`src/rtl/adj_pkg.sv`:
```
package adj_pkg;

    typedef enum logic [3:0] {
        SEL_RSV0 = 4'b0000,
        SEL_RSV1 = 4'b0001,
        SEL_BCD  = 4'b0010,
        SEL_EX3  = 4'b0011,
        SEL_CMSB = 4'b0100,
        SEL_SSQ  = 4'b0101,
        SEL_RSV6 = 4'b0110,
        SEL_RSV7 = 4'b0111,
        SEL_P1   = 4'b1000,
        SEL_P2   = 4'b1001,
        SEL_P4   = 4'b1010,
        SEL_P8   = 4'b1011,
        SEL_P16  = 4'b1100,
        SEL_P32  = 4'b1101,
        SEL_P64  = 4'b1110,
        SEL_P128 = 4'b1111
    } adj_sel_e;

    // result source chosen by the select code
    typedef enum logic [1:0] {
        SRC_PASS  = 2'd0,
        SRC_DIGIT = 2'd1,
        SRC_ADD   = 2'd2
    } adj_src_e;

    function automatic adj_src_e sel_to_src(input logic [3:0] sel);
        adj_src_e s;
        if (sel[3])
            s = SRC_ADD;
        else if (sel == SEL_CMSB || sel == SEL_SSQ)
            s = SRC_ADD;
        else if (sel == SEL_BCD || sel == SEL_EX3)
            s = SRC_DIGIT;
        else
            s = SRC_PASS;
        return s;
    endfunction

endpackage

```
`src/rtl/adj_digit_fix.sv`:
```
// Per-nibble decimal correction, no inter-nibble carry
module adj_digit_fix #(
    parameter int unsigned DATA_W = 32,
    parameter int unsigned NIB_W  = 4,
    localparam int unsigned DIGITS = DATA_W / NIB_W
) (
    input  logic [DATA_W-1:0] value_i,
    input  logic [DIGITS-1:0] dcarry_i,
    input  logic              ex3_i,
    output logic [DATA_W-1:0] value_o
);
    localparam logic [NIB_W-1:0] SIX   = NIB_W'(6);
    localparam logic [NIB_W-1:0] THREE = NIB_W'(3);

    for (genvar g = 0; g < DIGITS; g++) begin : g_nib
        logic [NIB_W-1:0] nib_in;
        logic [NIB_W-1:0] nib_out;
        assign nib_in = value_i[g*NIB_W +: NIB_W];
        always_comb begin
            if (ex3_i)
                nib_out = dcarry_i[g] ? nib_in + THREE : nib_in - THREE;
            else
                nib_out = dcarry_i[g] ? nib_in : nib_in - SIX;
        end
        assign value_o[g*NIB_W +: NIB_W] = nib_out;
    end
endmodule

```
`src/rtl/adj_addend.sv`:
```
// Addend for flag-driven and power-of-two selects
module adj_addend #(
    parameter int unsigned DATA_W = 32
) (
    input  logic [3:0]        sel_i,
    input  logic              n_i,
    input  logic              v_i,
    input  logic              c_i,
    output logic [DATA_W-1:0] addend_o
);
    import adj_pkg::*;
    localparam logic [DATA_W-1:0] ONE = DATA_W'(1);

    always_comb begin
        addend_o = '0;
        if (sel_i[3])
            addend_o = ONE << sel_i[2:0];
        else if (sel_i == SEL_CMSB)
            addend_o = {c_i, {(DATA_W-1){1'b0}}};
        else if (sel_i == SEL_SSQ)
            addend_o = DATA_W'(n_i & v_i);
    end
endmodule

```
`src/rtl/adj_unit.sv`:
```
module adj_unit #(
    parameter int unsigned DATA_W = 32,
    parameter int unsigned NIB_W  = 4,
    localparam int unsigned DIGITS = DATA_W / NIB_W
) (
    input  logic              clk,
    input  logic              rst_n,
    input  logic              in_valid,
    input  logic [DATA_W-1:0] in_value,
    input  logic [3:0]        in_sel,
    input  logic [DIGITS-1:0] in_dcarry,
    input  logic              in_n,
    input  logic              in_v,
    input  logic              in_c,
    output logic              out_valid,
    output logic [DATA_W-1:0] out_value
);
    import adj_pkg::*;

    typedef struct packed {
        logic              vld;
        logic [DATA_W-1:0] val;
    } adj_state_t;

    adj_state_t st_d, st_q;
    logic [DATA_W-1:0] digit_fix;
    logic [DATA_W-1:0] addend;

    adj_digit_fix #(.DATA_W(DATA_W), .NIB_W(NIB_W)) u_digit (
        .value_i  (in_value),
        .dcarry_i (in_dcarry),
        .ex3_i    (in_sel == SEL_EX3),
        .value_o  (digit_fix)
    );

    adj_addend #(.DATA_W(DATA_W)) u_addend (
        .sel_i    (in_sel),
        .n_i      (in_n),
        .v_i      (in_v),
        .c_i      (in_c),
        .addend_o (addend)
    );

    always_comb begin
        st_d     = st_q;
        st_d.vld = in_valid;
        if (in_valid) begin
            unique case (sel_to_src(in_sel))
                SRC_DIGIT: st_d.val = digit_fix;
                SRC_ADD:   st_d.val = in_value + addend;
                default:   st_d.val = in_value;
            endcase
        end
    end

    always_ff @(posedge clk) begin
        if (!rst_n)
            st_q <= '0;
        else
            st_q <= st_d;
    end

    assign out_valid = st_q.vld;
    assign out_value = st_q.val;
endmodule

```
`config.mk`:
```
export PLATFORM = sky130hd
export DESIGN_NAME = adj_unit
export DESIGN_NICKNAME = d
export VERILOG_FILES = /design/src/rtl/adj_pkg.sv /design/src/rtl/adj_digit_fix.sv /design/src/rtl/adj_addend.sv /design/src/rtl/adj_unit.sv
export SDC_FILE = /design/constraint.sdc
export NUM_CORES = 1
export LEC_CHECK = 0
export BUFFER_PORTS_ARGS = -buffer_cell sky130_fd_sc_hd__buf_2
export CAP_MARGIN = 20
export CELL_PAD_IN_SITES_DETAIL_PLACEMENT = 0
export CELL_PAD_IN_SITES_GLOBAL_PLACEMENT = 1
export CORE_MARGIN = 4
export CORE_UTILIZATION = 45
export CTS_BUF_LIST = sky130_fd_sc_hd__clkbuf_8 sky130_fd_sc_hd__clkbuf_16
export CTS_CLUSTER_SIZE = 24
export DETAILED_ROUTE_END_ITERATION = 10
export PLACE_DENSITY_LB_ADDON = 0.1
export SLEW_MARGIN = 15
export SYNTH_ARGS = -nofsm -noshare
export SYNTH_HDL_FRONTEND = slang
export SYNTH_SLANG_ARGS = --single-unit
export TNS_END_PERCENT = 50
```
`constraint.sdc`:
```
create_clock -name clk -period 6.05 [get_ports clk]
set_input_delay 0.9075 -clock clk [delete_from_list [all_inputs] [get_ports clk]]
set_output_delay 0.9075 -clock clk [all_outputs]
set_load 0.02 [all_outputs]
```
Word-level counts from Yosys, hierarchy flattened. Cells that the tools add are included.

Flip-flop bits (word level): 33. Output and inout bits: 33. Logic and storage cells: 69.

Bitwise operators: 1. $add $sub $neg: 25. Equality and inequality tests: 6. Shifts and indexed selects: 1. Multiplexer cells: 32. Reduce and logical (&&, ||, !) cells: 2.

Operators by type and width (number): $mux 32 (3); $mux 4 (24); $pmux 32 s2 (1); $add 32x32->32 (1); $add 4x2->4 const B (8); $shl 1x3->32 const A (1); $sub 4x2->4 const B (8); $sub 4x3->4 const B (8); $eq 4x2->1 const B (2); $eq 4x3->1 const B (2); $mux 2 (3); $eq 2x1->1 const B (1); $eq 2x2->1 const B (1); $logic_or 1x1->1 (2); $and 1x1->1 (1); $mux 1 (1).

Depth between registers and ports, before layout.
Depth after elaboration: 8. Mapped depth: 13.

Hierarchy. A second synthesis with hierarchy kept.

Cell total of the unflattened synthesis: 628. Area total of the unflattened synthesis: 5034.8 um2.

By module, submodules not included: adj_unit (cells an instance 421, area each 3364.5 um2, times used 1); adj_digit_fix (cells an instance 167, area each 1377.6 um2, times used 1); adj_addend (cells an instance 40, area each 292.8 um2, times used 1).

Worst setup path before layout. No wires, ideal clock.

Kind: input to register. From: input port in_sel[0]. To: register st_q (netlist bit out_value[18]). Cell stages on the path: 12. Arrival time: 3.157 ns. Path slack: 2.819 ns. Data required time: 5.976 ns. Setup time: 0.074 ns. Cell sequence: clkbuf_1 -> a41oi_1 -> nor2_1 -> ha_1 -> inv_1 -> fa_1 -> nor2b_1 -> o31a_1 -> o21a_1 -> o31ai_2 -> or4_1 -> a31oi_1.

Word-level cells in the longest chain between the ends: 8.

Ends and longest elaborated chain: start, declared (RTL line adj_unit.sv:10) `input logic [3:0] in_sel,`; branches (longest 7 deep; another with $add 32x32->32); $pmux 32 s2 (*) (RTL line adj_unit.sv:48) `unique case (sel_to_src(in_sel))`; end signal, assigned (RTL line adj_unit.sv:60) `st_q <= st_d;`; end, declared (RTL line adj_unit.sv:25) `adj_state_t st_d, st_q;`.

Every way passes the cells marked *. The select of a mux whose other input is x is not followed. A chain may end at the register's enable or synchronous reset.

Worst setup path after layout.
From: input port in_sel[1]. To: register st_q (netlist bit out_value[24]).

Same word-level chain as after synthesis.

==> results.toml <==
[outcome]
status = "complete, no violations"

[drt]
drt_wl_total_mm = 15.3
vias = 4866
wl_per_cell_um = 19.5
drc = 0
ant_nets = 0
drtIter0Drc = 272
drt_pass1_iterations = 5
vias_per_cell = 6.20

[critical_path]
required_ns = 6.29
start_kind = "input port"
crit_start = "in_sel[1]"
critPathKind = "input port to flip-flop"
r2r_slack_ns = 5.01
r2r_end = "out_value[31]"
reg2reg_from = "out_value[31]"
end_kind = "flip-flop"
crit_arrival_ns = 4.03
reg2regPathDepth = 4
cp_max_fo = 37
cp-endpoint = "out_value[24]"

[power_and_ir_drop]
powerDensity_nw_per_um2 = 162
peakVddDrop_v = 0.0000732
p_leak_nw = 2.21

[clock_network]
path_clk_slew_ns = 0.08
cts.htree.levels = 2
clk-insertion-delay-late_ns = 0.29
post_cts_resized = 0
numCtsBuffers = 5
postCtsSetupBuffers = 0
clock-sinks = 33
cts-root-buf = "clkbuf_8"
cts_hold_buffers = 0
cts_buffer_depth = 2
cts_tree = "built"

[synthesis]
ys_types = 74
yosys_warnings = 0
synth_area_um2 = 4460
netlist_instances = 602
ys_top_cells_by_count = "nand2_1 (62), o21ai_0 (49), inv_1 (38)"
syn_area_per_cell_um2 = 7.41
yosysMostFrequentCell = "nand2_1"
synth.top_cell.area_share_pct = 14.8
synthesis.nets = 695
async_flop_share_pct = 0
synthTopCellsByArea = "dfxtp_1 (15%), ha_1 (9.5%), o21ai_0 (5.5%)"
synth_edf_count = 0
synth-seq-cells = 33
ys.flop_type = "dfxtp_1"
seq_area_frac_synth_pct = 14.8
synth.largest_area_cell = "dfxtp_1"

[worst_hold_path]
worstHoldPathType = "flip-flop to flip-flop"
worstHoldPathCells = 2

[timing]
finalHoldViolCount = 0
maxSlewHeadroom_pct = 27.8
rsz0062_at_grt = "no"
period_share_pct = 62.7
finalCriticalPeriod_ns = 3.79
fin_worst_skew_ns = 0
tightestPinTransition_ns = 1.08
finalMaxSlewViolations = 0
finalSetupViolCount = 0
max_freq_mhz = 264
fin_tns_setup_ns = 0

[layout]
syn_to_final_growth_pct = 11.4
fin_cells = 785
layout-drive-gt1-share_pct = 17.6
final_area_um2 = 4970
fillCellCount = 985
n_antenna_cell = 0
final_nets = 744

[placement]
place_area_um2 = 4850
hpwl_mm = 10.8
dp.cells = 777
place.gp.congestion = 0.848
portBuffers = 82

[die]
num_rows = 36
io_pins = 83
initial_core_util_pct = 45.9
die_area_um2 = 11600
fp.dieW_um = 108
core_um2 = 9730
fp.dieH_um = 108

[global_routing]
met3_usage_pct = 3.78
grt_pass1_wl_mm = 24.4
busiest_layer = "met2"
grt_max_degree = 45
use_met1_pct = 36.8
grt-ovfl-total = 0
grt_pass1_vias = 4600
grt_util_all_layers_pct = 26.3
antenna_found_initial = 0
use_met2_pct = 43.0

[run]
max_cap_violations = 0
==> metrics by stage <==
stage	hold WS [ns]	total power, mW	utilization, %	setup slack [ns]
2_1_floorplan	0.540	0.470	-	2.82
5_1_grt	0.502	0.850	51.1	2.15
6_report	0.457	0.805	51.1	2.26
3_3_place_gp	0.445	0.566	49.9	2.17
4_1_cts	0.465	0.802	51.1	2.37
3_5_place_dp	0.455	0.573	49.9	2.07
==> critical path, cell delays in order <==
cell and delay (ns):
buf_2 0.15, inv_1 0.08, or3_1 0.40, ha_1 0.54, buf_4 0.37, nor2b_1 0.88
a21o_1 0.22, o21ai_0 0.11, o211ai_1 0.13, mux2i_1 0.11, nor2_1 0.11
==> power by group <==
| part | internal, mW | switching (mW) |
|---|---|---|
| registers | 0.236 | 0.0120 |
| clock network | 0.133 | 0.100 |
| logic | 0.121 | 0.202 |
| total | 0.490 | 0.315 |
==> flip-flops by register name, indices dropped and copies added, names as in the netlist <==
register	count
out_valid	1
out_value	32
==> logic make-up after synthesis <==
| group | Yosys count | share of synthesized area, % |
|---|---|---|
| AO/OA/AOI/OAI | 214 | 33.3 |
| XOR/XNOR | 20 | 3.92 |
| adder cells (fa/ha/maj) | 43 | 13.6 |
| buffers and inverters | 84 | 8.61 |
| flip-flops | 33 | 14.8 |
| multiplexers | 24 | 5.41 |
| AND/OR/NAND/NOR | 184 | 20.4 |
==> worst min path at each step <==
stage,from,to,slack (ns)
global route,out_value[2],out_value[2],0.50
global placement,out_value[2],out_value[2],0.44
floorplan,out_value[2],out_value[2],0.54
finish,out_value[2],out_value[2],0.46
detailed placement,out_value[2],out_value[2],0.45
CTS,out_value[2],out_value[2],0.46
==> per-layer routing <==
metal | part of all wire (%) | vias up
met4 | 0.59 | 0
li1 | - | 2338
met5 | 0 | -
met3 | 7.1 | 8
met2 | 46 | 200
met1 | 46 | 2320
==> layout by cell type, fill, tap and decap left out, types with 4 or more instances in the layout <==
cell type   n
buf_2      82
nand2_1    62
o21ai_0    49
inv_1      39
a21oi_1    37
ha_1       34
dfxtp_1    33
nor2_1     31
mux2i_1    23
a21o_1     21
nand3_1    21
a31oi_1    17
xnor2_1    16
o211ai_1   16
nor3_1     14
fa_1        9
nor2b_1     7
nand4_1     7
a221oi_1    6
nand2b_1    6
o31ai_1     6
nor4_1      6
clkbuf_8    6
or3_1       5
o221ai_1    5
and3_1      5
buf_4       5
a311oi_1    4
o21a_1      4
or4_1       4
xor2_1      4
==> cell type report <==
class | instances | area [um^2] | area share [%]
multi-input cells | 485 | 3430 | 69.1
flip-flops and latches | 33 | 661 | 13.3
repair buffers | 87 | 448 | 9.01
well taps | 133 | 166 | 3.35
inverters | 39 | 146 | 2.94
clock buffers | 6 | 82.6 | 1.66
clock inverters | 2 | 33.8 | 0.680
Note: power is estimated with default switching activity, not from simulation.
